`src/rtl/eclk_pkg.sv`:
```
package eclk_pkg;

   // Bits on the line for one frame: start, payload, stop.
   function automatic int unsigned frame_bits(input int unsigned payload_w);
      return payload_w + 2;
   endfunction

   // Tracker state.
   typedef enum logic {
      TRK_HUNT   = 1'b0,
      TRK_LOCKED = 1'b1
   } trk_state_e;

endpackage

```
`src/rtl/eclk_edge_map.sv`:
```
// Free-running window phase, payload shifter and per-phase rising-step map.
module eclk_edge_map #(
   parameter int unsigned DATA_W    = 16,
   parameter bit          LSB_FIRST = 1'b1,
   localparam int unsigned FW       = eclk_pkg::frame_bits(DATA_W),
   localparam int unsigned PW       = $clog2(FW)
) (
   input  logic              clk_i,
   input  logic              rst_ni,
   input  logic              clr_i,
   input  logic              ser_i,
   output logic [PW-1:0]     phase_o,
   output logic              rise_o,
   output logic [DATA_W-1:0] data_o,
   output logic [FW-1:0]     win_map_o,
   output logic              win_end_o
);

   // sr_q[DATA_W] is the previous bit (the stop bit at a seam),
   // sr_q[DATA_W-1:0] are the sixteen bits before it.
   logic [DATA_W:0]   sr_q;
   logic [PW-1:0]     ph_q;
   logic [FW-1:0]     map_q;

   assign rise_o    = ser_i & ~sr_q[DATA_W];
   assign phase_o   = ph_q;
   assign win_end_o = (ph_q == PW'(FW - 1));

   always_comb begin
      win_map_o        = map_q;
      win_map_o[ph_q]  = rise_o;
   end

   always_ff @(posedge clk_i or negedge rst_ni) begin
      if (!rst_ni) begin
         sr_q  <= '0;
         ph_q  <= '0;
         map_q <= '0;
      end else if (clr_i) begin
         sr_q  <= '0;
         ph_q  <= '0;
         map_q <= '0;
      end else begin
         sr_q        <= {ser_i, sr_q[DATA_W:1]};
         map_q[ph_q] <= rise_o;
         ph_q        <= win_end_o ? '0 : ph_q + 1'b1;
      end
   end

   // Payload order: the oldest shifted bit is the first one sent.
   generate
      if (LSB_FIRST) begin : g_lsb
         assign data_o = sr_q[DATA_W-1:0];
      end else begin : g_msb
         for (genvar i = 0; i < int'(DATA_W); i++) begin : g_rev
            assign data_o[i] = sr_q[DATA_W-1-i];
         end
      end
   endgenerate

endmodule

```
`src/rtl/eclk_qualifier.sv`:
```
// Window-to-window candidate filter and persistence counter.
module eclk_qualifier #(
   parameter int unsigned FW          = 18,
   parameter int unsigned LOCK_FRAMES = 150,
   localparam int unsigned PW         = $clog2(FW),
   localparam int unsigned CW         = $clog2(LOCK_FRAMES + 1)
) (
   input  logic          clk_i,
   input  logic          rst_ni,
   input  logic          clr_i,
   input  logic          hunt_i,
   input  logic [FW-1:0] win_map_i,
   input  logic          win_end_i,
   output logic          acq_o,
   output logic [PW-1:0] acq_pos_o
);

   logic [FW-1:0] prev_q;
   logic [FW-1:0] cand;
   logic [PW-1:0] pos_q;
   logic [PW-1:0] hit_pos;
   logic [CW-1:0] run_q;
   logic [CW-1:0] run_nxt;
   logic          single;

   always_comb begin
      cand    = win_map_i & prev_q;
      hit_pos = '0;
      for (int i = 0; i < int'(FW); i++) begin
         if (cand[i]) hit_pos = PW'(i);
      end
      single = ($countones(cand) == 1);
      if (!single) begin
         run_nxt = '0;
      end else if ((run_q != '0) && (hit_pos == pos_q)) begin
         run_nxt = (run_q == CW'(LOCK_FRAMES)) ? run_q : run_q + 1'b1;
      end else begin
         run_nxt = CW'(1);
      end
   end

   assign acq_o     = hunt_i && !clr_i && win_end_i && single &&
                      (run_nxt == CW'(LOCK_FRAMES));
   assign acq_pos_o = hit_pos;

   always_ff @(posedge clk_i or negedge rst_ni) begin
      if (!rst_ni) begin
         prev_q <= '0;
         pos_q  <= '0;
         run_q  <= '0;
      end else if (clr_i || !hunt_i) begin
         prev_q <= '0;
         pos_q  <= '0;
         run_q  <= '0;
      end else if (win_end_i) begin
         prev_q <= win_map_i;
         pos_q  <= hit_pos;
         run_q  <= run_nxt;
      end
   end

endmodule

```
`src/rtl/eclk_tracker.sv`:
```
// Follows the acquired seam, emits words and manages the lock flag.
module eclk_tracker #(
   parameter int unsigned DATA_W     = 16,
   parameter int unsigned MISS_LIMIT = 2,
   localparam int unsigned FW        = eclk_pkg::frame_bits(DATA_W),
   localparam int unsigned PW        = $clog2(FW),
   localparam int unsigned MW        = $clog2(MISS_LIMIT + 1)
) (
   input  logic              clk_i,
   input  logic              rst_ni,
   input  logic              clr_i,
   input  logic [PW-1:0]     phase_i,
   input  logic              rise_i,
   input  logic [DATA_W-1:0] data_i,
   input  logic              acq_i,
   input  logic [PW-1:0]     acq_pos_i,
   output logic              hunt_o,
   output logic [DATA_W-1:0] word_o,
   output logic              stb_o,
   output logic              lock_no
);

   import eclk_pkg::*;

   trk_state_e        st_q;
   logic [PW-1:0]     seam_q;
   logic [MW-1:0]     miss_q;

   assign hunt_o = (st_q == TRK_HUNT);

   always_ff @(posedge clk_i or negedge rst_ni) begin
      if (!rst_ni) begin
         st_q    <= TRK_HUNT;
         seam_q  <= '0;
         miss_q  <= '0;
         word_o  <= '0;
         stb_o   <= 1'b0;
         lock_no <= 1'b1;
      end else if (clr_i) begin
         st_q    <= TRK_HUNT;
         seam_q  <= '0;
         miss_q  <= '0;
         word_o  <= '0;
         stb_o   <= 1'b0;
         lock_no <= 1'b1;
      end else begin
         stb_o <= 1'b0;
         unique case (st_q)
            TRK_HUNT: begin
               if (acq_i) begin
                  st_q   <= TRK_LOCKED;
                  seam_q <= acq_pos_i;
                  miss_q <= '0;
               end
            end
            TRK_LOCKED: begin
               if (phase_i == seam_q) begin
                  if (rise_i) begin
                     miss_q  <= '0;
                     word_o  <= data_i;
                     stb_o   <= 1'b1;
                     lock_no <= 1'b0;
                  end else if (miss_q == MW'(MISS_LIMIT - 1)) begin
                     st_q    <= TRK_HUNT;
                     miss_q  <= '0;
                     lock_no <= 1'b1;
                  end else begin
                     miss_q <= miss_q + 1'b1;
                     if (!lock_no) begin
                        word_o <= data_i;
                        stb_o  <= 1'b1;
                     end
                  end
               end
            end
            default: st_q <= TRK_HUNT;
         endcase
      end
   end

endmodule

```
`src/rtl/eclk_aligner.sv`:
```
// Top: embedded-clock frame aligner with lock detection.
module eclk_aligner #(
   parameter int unsigned DATA_W      = 16,
   parameter int unsigned LOCK_FRAMES = 150,
   parameter int unsigned MISS_LIMIT  = 2,
   parameter bit          LSB_FIRST   = 1'b1
) (
   input  logic              clk_i,
   input  logic              rst_ni,
   input  logic              ser_i,
   input  logic              pd_i,
   input  logic              oe_i,
   output logic [DATA_W-1:0] word_o,
   output logic              word_stb_o,
   output logic              lock_no
);

   localparam int unsigned FW = eclk_pkg::frame_bits(DATA_W);
   localparam int unsigned PW = $clog2(FW);

   generate
      if (DATA_W < 2) begin : g_bad_width
         $error("eclk_aligner: DATA_W must be at least 2");
      end
      if (LOCK_FRAMES < 1) begin : g_bad_lock
         $error("eclk_aligner: LOCK_FRAMES must be at least 1");
      end
      if (MISS_LIMIT < 1) begin : g_bad_miss
         $error("eclk_aligner: MISS_LIMIT must be at least 1");
      end
   endgenerate

   logic [PW-1:0]     phase;
   logic              rise;
   logic [DATA_W-1:0] data;
   logic [FW-1:0]     win_map;
   logic              win_end;
   logic              hunt;
   logic              acq;
   logic [PW-1:0]     acq_pos;
   logic [DATA_W-1:0] word_q;
   logic              stb_q;

   eclk_edge_map #(
      .DATA_W    (DATA_W),
      .LSB_FIRST (LSB_FIRST)
   ) u_map (
      .clk_i     (clk_i),
      .rst_ni    (rst_ni),
      .clr_i     (pd_i),
      .ser_i     (ser_i),
      .phase_o   (phase),
      .rise_o    (rise),
      .data_o    (data),
      .win_map_o (win_map),
      .win_end_o (win_end)
   );

   eclk_qualifier #(
      .FW          (FW),
      .LOCK_FRAMES (LOCK_FRAMES)
   ) u_qual (
      .clk_i     (clk_i),
      .rst_ni    (rst_ni),
      .clr_i     (pd_i),
      .hunt_i    (hunt),
      .win_map_i (win_map),
      .win_end_i (win_end),
      .acq_o     (acq),
      .acq_pos_o (acq_pos)
   );

   eclk_tracker #(
      .DATA_W     (DATA_W),
      .MISS_LIMIT (MISS_LIMIT)
   ) u_trk (
      .clk_i     (clk_i),
      .rst_ni    (rst_ni),
      .clr_i     (pd_i),
      .phase_i   (phase),
      .rise_i    (rise),
      .data_i    (data),
      .acq_i     (acq),
      .acq_pos_i (acq_pos),
      .hunt_o    (hunt),
      .word_o    (word_q),
      .stb_o     (stb_q),
      .lock_no   (lock_no)
   );

   // Masking on the way out leaves the tracker state untouched.
   assign word_o     = (oe_i && !pd_i) ? word_q : '0;
   assign word_stb_o = oe_i && !pd_i && stb_q;

endmodule

```
`config.mk`:
```
export PLATFORM = sky130hd
export DESIGN_NAME = eclk_aligner
export DESIGN_NICKNAME = d
export VERILOG_FILES = /design/src/rtl/eclk_pkg.sv /design/src/rtl/eclk_edge_map.sv /design/src/rtl/eclk_qualifier.sv /design/src/rtl/eclk_tracker.sv /design/src/rtl/eclk_aligner.sv
export SDC_FILE = /design/constraint.sdc
export NUM_CORES = 1
export LEC_CHECK = 0
export ABC_AREA = 0
export BUFFER_PORTS_ARGS = -buffer_cell sky130_fd_sc_hd__buf_2
export CORE_UTILIZATION = 55
export DETAILED_ROUTE_END_ITERATION = 10
export PLACE_DENSITY = 0.75
export SLEW_MARGIN = 5
export SYNTH_ARGS = -nofsm -noshare
export SYNTH_HDL_FRONTEND = slang
export SYNTH_SLANG_ARGS = --single-unit
```
`constraint.sdc`:
```
create_clock -name clk_i -period 6.1 [get_ports clk_i]
set_clock_uncertainty 0.2 [all_clocks]
set_input_delay 0 -clock clk_i [delete_from_list [all_inputs] [get_ports clk_i]]
set_output_delay 0 -clock clk_i [all_outputs]
set_load 0.005 [all_outputs]
```
# [Word-level counts from Yosys, hierarchy flattened]
# Cells that the tools add are included.
[word_totals] out_inout_bits=18 input_bits=5 wordCells=136 reg_bits=97
[classes] n_bitwise=4 n_mux=66 reduce_logical=20 addsub=20 n_eq_ne=12 magnitude_cmp=2
[op_table] operator="32-bit adder" n=8
[op_table] operator="5-bit two-way mux" n=23
[op_table] operator="16-bit two-way mux" n=7
[op_table] operator="18-bit two-way mux" n=3
[op_table] operator="8-bit two-way mux" n=5
[op_table] operator="32-bit by 2-bit == test with 1-bit output, second input constant" n=1
[op_table] operator="1-bit by 1-bit adder with 2-bit output" n=9
[op_table] operator="18-bit bitwise AND" n=1
[op_table] operator="18-bit bitwise mux" n=1
[op_table] operator="1-bit two-way mux" n=18
[op_table] operator="17-bit two-way mux" n=1
[op_table] operator="8-bit == test, second input constant" n=2
[op_table] operator="3-bit inequality test, second input constant" n=4
[op_table] operator="5-bit == test" n=2
[op_table] operator="2-bit two-way mux" n=5
[op_table] operator="8-bit by 1-bit adder with 8-bit output, second input constant" n=1
[op_table] operator="1-bit logical AND" n=8
[op_table] operator="2-bit nonzero test" n=4
[op_table] operator="8-bit nonzero test" n=1
[op_table] operator="5-bit by 6-bit less-than comparator with 1-bit output, second input constant" n=1
[op_table] operator="5-bit by 1-bit adder with 5-bit output, second input constant" n=1
[op_table] operator="1-bit demux with 5-bit select" n=1
[op_table] operator="5-bit == test, second input constant" n=1
[op_table] operator="5-bit by 1-bit greater-or-equal comparator with 1-bit output, second input constant" n=1
[op_table] operator="13 further kinds" n=15

# [Logic depth before layout (Yosys ltp)]
# Gate-level depths: netlist of run 1.
[logic_depth] ltp_word=32 ltp_mapped=25 ltp_nobuf=23

# [Modules after synthesis]
# Synthesis of run 1 repeated with hierarchy kept, for this count alone.
[unflattened] cells_unflattened=548 hier_area_um2=5943.2
[modules_own_cells] mod="eclk_qualifier" instances=1 cells_per_inst=250 area_each_um2=2396.0
[modules_own_cells] mod="eclk_edge_map" instances=1 cells_per_inst=156 area_each_um2=2104.5
[modules_own_cells] mod="eclk_tracker" instances=1 cells_per_inst=123 area_each_um2=1262.5
[modules_own_cells] mod="eclk_aligner" instances=1 cells_per_inst=19 area_each_um2=180.2

# [Worst setup path before layout of run 1]
# OpenSTA, ideal clock, no wires.
[synth_timing] kind="reg-to-reg" start="reg u_map.ph_q[1] (netlist: u_map.phase_o[1])" end="reg u_trk.seam_q[2]" setup_ns=0.123 stages_incl_launch_ff=25 arrival_time_ns=5.929 required_time_ns=5.777 slack_ns=-0.152 path_cell_list="dfrtp_1 -> inv_1 -> ha_1 -> and4bb_2 -> mux2_2 -> and2_1 -> clkbuf_1 -> ha_1 -> inv_1 -> fa_1 -> inv_1 -> fa_1 -> fa_1 -> inv_1 -> fa_1 -> fa_1 -> inv_1 -> fa_1 -> nor3_1 -> nand4_1 -> nor4_1 -> nand4_2 -> buf_4 -> nand3b_1 -> o21ai_1"
[synth_between] elab_chain_len=31 elab_cells_between_ends=56 cone_classes="add/sub (17); order compare (2); eq/ne (4); mux (25); bitwise (1); reduce/logical (7)"
[synth_rtl] element="start: declaration" line_no="eclk_edge_map.sv:22" source="logic [PW-1:0] ph_q;"
[synth_rtl] element="start signal: assignment" line_no="eclk_edge_map.sv:46" source="ph_q <= win_end_o ? '0 : ph_q + 1'b1;"
[synth_rtl] element="branches (longest 31 deep; another with 32-bit adder)"
[synth_rtl] element="end signal: assignment" line_no="eclk_tracker.sv:52" source="seam_q <= acq_pos_i;"
[synth_rtl] element="end: declaration" line_no="eclk_tracker.sv:26" source="logic [PW-1:0] seam_q;"
# Several ways; the timed one is not identified. The select of a mux whose other input is x is not followed.
# A chain may end at the register's enable or synchronous reset.

# [Worst setup path after layout of run 1]
[layout_timing] start="reg u_map.ph_q[0] (netlist: u_map.phase_o[0])" end="reg u_trk.seam_q[2]"
# The elaborated chain is that of the path after synthesis.

==> results of run 1 <==
==> logic make-up after synthesis <==
| logic type | count (synthesis) | synth area share, % |
|---|---|---|
| AND/OR/NAND/NOR | 227 | 22.5 |
| XOR/XNOR | 12 | 1.82 |
| adder cells (fa/ha/maj) | 37 | 9.70 |
| multiplexers | 40 | 7.41 |
| buffers and inverters | 78 | 6.04 |
| AO/OA/AOI/OAI | 90 | 10.5 |
| flip-flops | 97 | 42.0 |
==> flip-flops by register name, indices dropped and copies added (netlist names) <==
signal         cells
u_map.map_q       18
u_trk.word_o      16
u_qual.pos_q       5
u_trk.lock_no      1
u_trk.stb_o        1
u_qual.run_q       8
u_map.phase_o      5
u_trk.seam_q       5
u_map.sr_q        17
u_qual.prev_q     18
u_trk.st_q         1
u_trk.miss_q       2
==> layout make-up <==
type	count	area [um^2]
clock buffers	9	124
inverters	45	169
fillers	809	3660
flip-flops and latches	97	2430
clock inverters	7	95.1
well taps	136	170
multi-input cells	406	3090
repair buffers	65	489
==> layer usage <==
layer  vias up  track usage, %
met2        77            38.8
met1      2101            35.4
met3        13            3.63
li1       2056               -
met5         -               0
met4         0            6.53
==> through the flow <==
step	setup WS [ns]	hold slack [ns]	cell area (um^2)	TNS (ns)
floorplan	0.0187	-0.496	5800	0
global placement	0.0721	-0.260	6140	0
detailed placement	-0.0973	-0.257	6140	-0.578
CTS	0.00850	0.0601	6460	0
global route	-0.125	0.0812	6570	-0.826
finish	0.0980	0.0520	6570	0
==> worst register-to-register path: stages (launching register included) <==
cell      delay [ns]
dfrtp_2         0.45
inv_2           0.07
ha_2            0.20
buf_4           0.12
nand4b_1        0.18
mux2i_2         0.23
ha_1            0.29
inv_1           0.05
fa_1            0.54
inv_1           0.05
fa_1            0.46
fa_1            0.51
inv_2           0.04
fa_1            0.48
fa_2            0.37
inv_2           0.07
fa_1            0.42
nor3_2          0.11
nand4_1         0.13
nor4_2          0.29
nand4_2         0.24
buf_6           0.22
nand3b_1        0.08
o21ai_1         0.06
==> cells in the mapped netlist (3+ instances only) <==
cell,number,area [um^2]
nand3_1,12,60.1
fa_1,13,260
nand2b_1,6,37.5
nor2_1,59,221
nand2_1,47,176
o22ai_1,5,31.3
xor2_1,9,78.8
clkbuf_1,25,93.8
and2_1,21,131
ha_1,24,300
dfrtp_1,96,2400
nand4bb_1,4,45.0
nor2b_1,22,138
and4bb_1,3,37.5
mux2_2,4,45.0
xnor2_1,3,26.3
buf_6,5,56.3
nand3b_1,18,135
o21ai_1,5,25.0
nor4_1,3,18.8
a21o_1,4,30.0
a21oi_1,21,105
o21ai_0,27,135
o22a_1,4,35.0
nand4b_1,4,35.0
mux2i_1,32,320
nor3_1,6,30.0
inv_1,44,165
==> layout by cell type (no fill, tap or decap), types with 4 or more instances in the layout <==
master | netlist | final
dfrtp_1 | 96 | 95
clkbuf_8 | 0 | 9
nand4bb_1 | 4 | 4
nor2_1 | 59 | 59
and2_1 | 21 | 20
o22ai_1 | 5 | 5
o21ai_1 | 5 | 5
inv_1 | 44 | 38
nand2b_1 | 6 | 6
o22a_1 | 4 | 4
a21o_1 | 4 | 4
nand3_1 | 12 | 12
nand4b_1 | 4 | 4
buf_4 | 2 | 34
nor3_1 | 6 | 5
mux2i_1 | 32 | 31
fa_1 | 13 | 12
a21oi_1 | 21 | 21
nand3b_1 | 18 | 18
buf_2 | 0 | 22
o21ai_0 | 27 | 27
xor2_1 | 9 | 9
nand2_1 | 47 | 47
nor2b_1 | 22 | 22
ha_1 | 24 | 19
inv_2 | 1 | 7
==> worst paths after layout <==
check                            startpoint               end  slack [ns]  cells after the start
max in group asynchronous            rst_ni  u_map.phase_o[0]        4.33                      4
min reg2reg                u_qual.prev_q[3]  u_qual.prev_q[3]        0.29                      2
max reg2reg                u_map.phase_o[0]   u_trk.seam_q[2]         0.1                     23
max                        u_map.phase_o[0]   u_trk.seam_q[2]         0.1                     23
min in group asynchronous            rst_ni  u_qual.prev_q[0]        0.45                      4
min                                    pd_i   u_trk.word_o[0]        0.05                      3
==> power breakdown <==
part           switching (W)   total, W  internal, W
clock network       0.000259   0.000461     0.000202
registers         0.00000395   0.000651     0.000647
logic              0.0000522  0.0000818    0.0000296
==> what timing repair did <==
action | CTS | global route
hold buffers | 4 | 0
setup endpoints to repair | 10 | 15
pin swaps | 7 | 12
gates resized for setup | 7 | 17
endpoints found under the hold margin | 29 | 0
gates cloned | 1 | 0
buffers inserted | 3 | 6
==> flow_summary.toml, run 1 <==
[timing]
max_slew_margin_pct = 23.4
setup_viol = 0
post-route-period-util_pct = 98.4
rsz0062_at_grt = "yes"
tightest_slew_ns = 1.15
clock.fmax_mhz = 167
min_period_ns = 6.00
maxSlewViolCount = 0
hold_viol_final = 0

[logic_synthesis]
synth-edff-count = 0
synthCells = 581
syn_area_um2 = 5780
synth_cell_types = 73
synth-seq-area-share_pct = 42.0
synth_seq_cells = 97
synth.net_count = 623
yosys_warnings = 0
syn_area_per_cell_um2 = 9.94
synth_ff_type = "dfrtp_1"
async_flop_share_pct = 100

[power]
power_w = 0.00119
p_leak_nw = 3.17
pwr_density_cell_nw_per_um2 = 182
ir_drop_mv = 0.139

[drt]
wl_per_cell_um = 16.3
ant_nets = 0
drt-initial-drc-count = 294
route.detailed.drc = 0
wl_met3_um = 404
wl_met2_um = 5990
wl_um = 12500
drt-met1-wl_um = 5930
vias = 4247
highest_layer = "met4"
drt_first_pass_iters = 5
vias_per_cell = 5.55

[clock_tree]
cts_root_buffer = "clkbuf_8"
cts.htree.levels = 3
cts.path.max_buffers = 2
cts_buffers = 9
clk_pin_slew_ns = 0.11
cts_tree = "built"
cts.sinks = 97
clk_latency_ns = 0.37

[critical_path]
cp_common_cell = "fa_1"
worstSetupPathType = "register to register"
crit_family = "adder cells"
crit_buf_inv = 7
slowest_stage = "fa_1"
max_stage_delay_ns = 0.54
required_ns = 6.15
cp_data_arrival_time_ns = 6.06
cp_cell_sequence = "inv_2 -> ha_2 -> buf_4 -> nand4b_1 -> mux2i_2 -> ha_1 -> inv_1 -> fa_1 -> inv_1 -> fa_1 -> fa_1 -> inv_2 -> fa_1 -> fa_2 -> inv_2 -> fa_1 -> nor3_2 -> nand4_1 -> nor4_2 -> nand4_2 -> buf_6 -> nand3b_1 -> o21ai_1"
cp-start-kind = "register"
cp-end-kind = "register"
crit_fanout = 5

[floorplan]
die_area_um2 = 10900
die_w_um = 104
core-area_um2 = 10200
dieHeight_um = 104
start_util_pct = 56.5
rows = 37
top_level_ports = 23

[cells_and_area]
stdcell_count = 765
areaGrowthSynthToFinish_pct = 13.6
nets = 666
n_antenna_cell = 0
post_route_cells_drive_above_1_share_pct = 19.7
utilization_pct = 64.2

[global_routing]
grt_pass1_wl_um = 21300
grt_remaining_overflow = 0
grt_max_degree = 70
antenna_found_initial = 0
grt_pass1_vias = 4320
grt_util_all_layers_pct = 24.5

[flow_run]
maxCapViolCount = 0

[placed_design]
gp_congestion = 0.866
placedCellCount = 735
port_buffers = 22
dpl.hpwl_um = 8460

[run_status]
status = "completed"

[hold_path]
hold_path.class = "primary input to register"
No activity file was read; power rests on OpenSTA's default activity.
==> inputs of run 2 (changes only) <==
--- a/config.mk
+++ b/config.mk
@@ -8,6 +8,7 @@
 export ABC_AREA = 0
 export BUFFER_PORTS_ARGS = -buffer_cell sky130_fd_sc_hd__buf_2
 export CORE_UTILIZATION = 55
+export CTS_CLUSTER_SIZE = 24
 export DETAILED_ROUTE_END_ITERATION = 10
 export PLACE_DENSITY = 0.75
 export SLEW_MARGIN = 5
==> constraint.sdc (replaced) <==
create_clock -name clk_i -period 6.1 [get_ports clk_i]
set_clock_uncertainty 0.2 [all_clocks]
set_input_delay 1.22 -clock clk_i [delete_from_list [all_inputs] [get_ports clk_i]]
set_output_delay 1.22 -clock clk_i [all_outputs]
set_load 0.005 [all_outputs]
==> flow_summary.toml, run 2 (synthesis results as in run 1) <==
[run_status]
status = "completed"

[power]
switching_power_w = 0.000301
p_leak_nw = 3.21
ir_drop_mv = 0.150
pwr_density_cell_nw_per_um2 = 178
p_int_w = 0.000874
p_seq_share_pct = 55.5
combPwrFrac_pct = 6.8
clockPowerShare_pct = 37.6
swShare_pct = 25.6

[cells_and_area]
n_antenna_cell = 0
top_regs = "u_map.map_q (18), u_qual.prev_q (18), u_map.sr_q (17)"
nets = 674
register_area_um2 = 2430
layout_common_cells = "dfrtp_1 (95), nor2_1 (59), buf_4 (49)"
multi_input_area_um2 = 3100
post_route_cells_drive_above_1_share_pct = 21.7
layout_commonest_cell = "dfrtp_1"
areaGrowthSynthToFinish_pct = 14.3
final.fill_count = 806

[floorplan]
dieHeight_um = 104
top_level_ports = 23
start_util_pct = 56.5
rows = 37
core-area_um2 = 10200
die_area_um2 = 10900
die_w_um = 104

[clock_tree]
cts_tree = "built"
cts.htree.levels = 3
clk_pin_slew_ns = 0.10
cts.sinks = 97
cts.path.max_buffers = 2
clk_latency_ns = 0.38
cts_root_buffer = "clkbuf_8"
cts_hold_buf = 0
cts_buffers = 9

[drt]
drt-initial-drc-count = 302
vias_per_cell = 5.60
drt_first_pass_iters = 5
ant_nets = 0
wl_per_cell_um = 16.5
wl_um = 12700
route.detailed.drc = 0
vias = 4326

[timing]
clock.fmax_mhz = 168
rsz0062_at_grt = "yes"
maxSlewViolCount = 0
max_slew_margin_pct = 25.1
fin_ws_ns = 0.136
setup_viol = 0
hold_slack_ns = 0.289
hold_viol_final = 0
post-route-period-util_pct = 97.8
tightest_slew_ns = 1.12
min_period_ns = 5.96

[flow_run]
maxCapViolCount = 0

[critical_path]
worstSetupPathType = "primary input to register"
cp-end-kind = "register"
required_ns = 6.17
crit_fanout = 7
cp_data_arrival_time_ns = 6.04
cp-start-kind = "primary input"

[global_routing]
antenna_found_initial = 0
grt_util_all_layers_pct = 25.1
grt_pass1_vias = 4370
grt_max_degree = 66
grt_pass1_wl_um = 21500
grt_remaining_overflow = 0

[placed_design]
port_buffers = 22
dpl.hpwl_um = 8780
gp_congestion = 0.853
place_ws_ns = -0.481

[hold_path]
hold_path.class = "register to register"
[run 2: cell types whose count changed in the layout (fill, tap and decap cells not counted), moves of 3 or more]
cell | previous run | this run
buf_4 | 34 | 49
dlygate4sd3_1 | 3 | 0
o21ai_1 | 5 | 2
o21ai_2 | 0 | 3
[run 2: per-layer routing]
layer	up-vias	wire [um]	track usage [%]	part of all wire [%]
met5	-	0	0	0
met4	0	276	8.57	2.2
met3	25	418	4.57	3.3
met2	76	6160	41.2	48
met1	2147	5880	33.6	46
li1	2078	-	-	-
[run 2: critical path: stages]
cell and delay [ns]:
buf_12 0.11, nor2b_4 0.12, mux2_4 0.28, and2_4 0.15, ha_4 0.26, inv_2 0.03
fa_1 0.48, inv_2 0.04, fa_1 0.44, fa_1 0.48, inv_1 0.05, fa_1 0.46
fa_2 0.36, inv_2 0.08, fa_1 0.42, nor3_2 0.11, nand4_1 0.17, nor4_2 0.20
nand4_2 0.14, buf_6 0.18, buf_4 0.13, nand3b_1 0.07, o21ai_1 0.06
[run 2: power by group through the flow]
stage / registers (W) / clock network, W / logic, W
global route: 0.000653 / 0.000475 / 0.0000890
CTS: 0.000652 / 0.000452 / 0.0000767
finish: 0.000653 / 0.000442 / 0.0000799
floorplan: 0.000663 / 0 / 0.0000408
global placement: 0.000665 / 0 / 0.0000745
detailed placement: 0.000665 / 0 / 0.0000760
[run 2: cell type report]
| type | instances | area share [%] |
|---|---|---|
| Clock buffer | 10 | 1.93 |
| Multi-Input combinational cell | 406 | 47.0 |
| Sequential cell | 97 | 36.8 |
| Inverter | 45 | 2.56 |
| Clock inverter | 6 | 1.16 |
| Tap cell | 136 | 2.58 |
| Timing Repair Buffer | 73 | 8.02 |
[run 2: through the flow]
step / instances / power, W / setup TNS, ns / cell area, um^2 / utilization, %
final: 773 / 0.00117 / 0 / 6600 / 64.5
after global routing: 773 / 0.00122 / -0.0163 / 6600 / 64.5
after CTS: 764 / 0.00118 / 0 / 6450 / 63.1
after detailed placement: 748 / 0.000741 / -5.92 / 6250 / 61.1
after global placement: 748 / 0.000739 / -3.96 / 6250 / 61.1
after floorplan: 581 / 0.000704 / -0.547 / 5840 / -
[run 2: final timing paths]
| check | slack [ns] | from | cells after the start | to |
|---|---|---|---|---|
| max | 0.14 | ser_i | 23 | u_trk.seam_q[4] |
| min | 0.29 | u_qual.prev_q[0] | 2 | u_qual.prev_q[0] |
| max reg2reg | 0.17 | u_map.phase_o[1] | 24 | u_trk.seam_q[4] |
| min reg2reg | 0.29 | u_qual.prev_q[0] | 2 | u_qual.prev_q[0] |
| max in group asynchronous | 4.00 | rst_ni | 2 | u_map.phase_o[4] |
| min in group asynchronous | 0.71 | rst_ni | 1 | u_qual.run_q[6] |
[run 2: what timing repair did]
item / CTS / global route
gates cloned: 0 / 2
buffers inserted: 0 / 7
endpoints found under the hold margin: 0 / 0
pin swaps: 2 / 5
resized for setup: 1 / 20
setup endpoints to repair: 5 / 15
==> inputs of run 3 (changes only) <==
--- a/config.mk
+++ b/config.mk
@@ -6,11 +6,12 @@
 export NUM_CORES = 1
 export LEC_CHECK = 0
 export ABC_AREA = 0
-export BUFFER_PORTS_ARGS = -buffer_cell sky130_fd_sc_hd__buf_2
+export CORE_MARGIN = 1.5
 export CORE_UTILIZATION = 55
 export CTS_CLUSTER_SIZE = 24
 export DETAILED_ROUTE_END_ITERATION = 10
-export PLACE_DENSITY = 0.75
+export DONT_BUFFER_PORTS = 1
+export PLACE_DENSITY = 0.73
 export SLEW_MARGIN = 5
 export SYNTH_ARGS = -nofsm -noshare
 export SYNTH_HDL_FRONTEND = slang
==> flow_summary.toml, run 3 (synthesis results as in run 1) <==
[timing]
maxSlewViolCount = 0
tightest_slew_ns = 1.10
hold_viol_final = 0
setup_viol = 0
setup-tns-final_ns = 0
rsz0062_at_grt = "yes"
max_slew_margin_pct = 26.8
clock.fmax_mhz = 170
min_period_ns = 5.88
post-route-period-util_pct = 96.4

[clock_tree]
cts_tree = "built"
cts_buffers = 9
cts_root_buffer = "clkbuf_8"
cts.path.max_buffers = 2
cts.htree.levels = 3
cts.sinks = 97
cts_hold_buf = 0
clk_pin_slew_ns = 0.10
clk_latency_ns = 0.39

[critical_path]
max_stage_delay_ns = 0.49
cp_cell_sequence = "inv_2 -> ha_4 -> and4bb_1 -> mux2_2 -> ha_1 -> inv_1 -> fa_1 -> inv_1 -> fa_1 -> fa_1 -> inv_1 -> fa_1 -> fa_2 -> inv_2 -> fa_1 -> nor3_2 -> nand4_1 -> nor4_2 -> nand4_2 -> buf_6 -> a21o_1 -> a21oi_2"
cp_data_arrival_time_ns = 6.00
required_ns = 6.22
crit_family = "adder cells"
slowest_stage = "fa_1"
crit_buf_inv = 6
cp_common_cell = "fa_1"
cp-end-kind = "register"
crit_fanout = 6
worstSetupPathType = "register to register"
cp-start-kind = "register"

[floorplan]
top_level_ports = 23
die_w_um = 105
rows = 37
dieHeight_um = 105
core-area_um2 = 10300
die_area_um2 = 11100
start_util_pct = 56.2

[drt]
drt_first_pass_iters = 7
wl_per_cell_um = 16.7
drt-initial-drc-count = 329
vias = 4252
route.detailed.drc = 0
ant_nets = 0
wl_um = 12300
vias_per_cell = 5.79

[cells_and_area]
n_antenna_cell = 0
multi_input_area_um2 = 3140
register_area_um2 = 2430
post_route_cells_drive_above_1_share_pct = 17.5
top_regs = "u_map.map_q (18), u_qual.prev_q (18), u_map.sr_q (17)"
nets = 636
layout_commonest_cell = "dfrtp_1"
final_area_um2 = 6390
layout_common_cells = "dfrtp_1 (94), nor2_1 (59), nand2_1 (47)"
stdcell_count = 735
areaGrowthSynthToFinish_pct = 10.6
final.fill_count = 865

[global_routing]
grt_pass1_vias = 4255
grt_remaining_overflow = 0
grt_util_all_layers_pct = 23.7
grt_pass1_wl_um = 20700
grt_max_degree = 98
antenna_found_initial = 0

[flow_run]
maxCapViolCount = 0

[placed_design]
gp_congestion = 0.829
port_buffers = 0
dpl.hpwl_um = 8290
placedCellCount = 715
place_area_um2 = 6050

[power]
p_leak_nw = 3.02
ir_drop_mv = 0.205
pwr_density_cell_nw_per_um2 = 183

[run_status]
status = "completed"

[hold_path]
hold_path.class = "register to register"
run 3: repair_timing:
item,4_1_cts,5_1_grt
pin swaps,1,6
buffers inserted,1,2
cloned,0,1
endpoints found under the setup margin,6,15
gates resized for setup,1,24
run 3: per-stage QoR:
| stage | util [%] | hold slack [ns] | total power, W | setup slack, ns |
|---|---|---|---|---|
| floorplan | - | 0.242 | 0.000704 | -0.0863 |
| global placement | 58.9 | 0.257 | 0.000712 | -0.209 |
| detailed placement | 58.9 | 0.267 | 0.000713 | -0.294 |
| CTS | 61.1 | 0.290 | 0.00118 | 0.0259 |
| global route | 62.2 | 0.295 | 0.00121 | -0.0802 |
| finish | 62.2 | 0.287 | 0.00117 | 0.222 |
run 3: path summary, 6_finish.rpt:
check / slack [ns] / start / endpoint / cells after the start
worst max-delay path: 0.22 / u_map.phase_o[0] / u_trk.miss_q[0] / 22
worst min-delay path: 0.29 / u_qual.prev_q[0] / u_qual.prev_q[0] / 2
worst max register to register: 0.22 / u_map.phase_o[0] / u_trk.miss_q[0] / 22
worst min register to register: 0.29 / u_qual.prev_q[0] / u_qual.prev_q[0] / 2
max in group asynchronous: 5.13 / rst_ni / u_trk.lock_no / 0
min in group asynchronous: 0.32 / rst_ni / u_map.map_q[3] / 0
run 3: power by group:
group / internal, W / switching [W] / leakage [nW]
clock network: 0.000202 / 0.000262 / 0.107
logic: 0.0000242 / 0.0000283 / 1.56
registers: 0.000647 / 0.00000701 / 1.34
run 3: metal layers:
metal,GRT usage (%),wire length [um]
met1,31.6,5500
met2,38.2,5940
met3,5.32,604
met4,8.69,260
met5,0,0
run 3: worst min-delay path: stages (launching register included):
cell	delay, ns
dfrtp_1	0.35
nand2_1	0.04
o21ai_0	0.06
run 3: area by class of cell:
cell class                      instances  area share (%)
Tap cell                              136            2.66
Clock buffer                            9            1.94
Multi-Input combinational cell        406            49.1
Clock inverter                          7            1.47
Sequential cell                        97            38.0
Inverter                               45            2.68
Timing Repair Buffer                   35            4.13
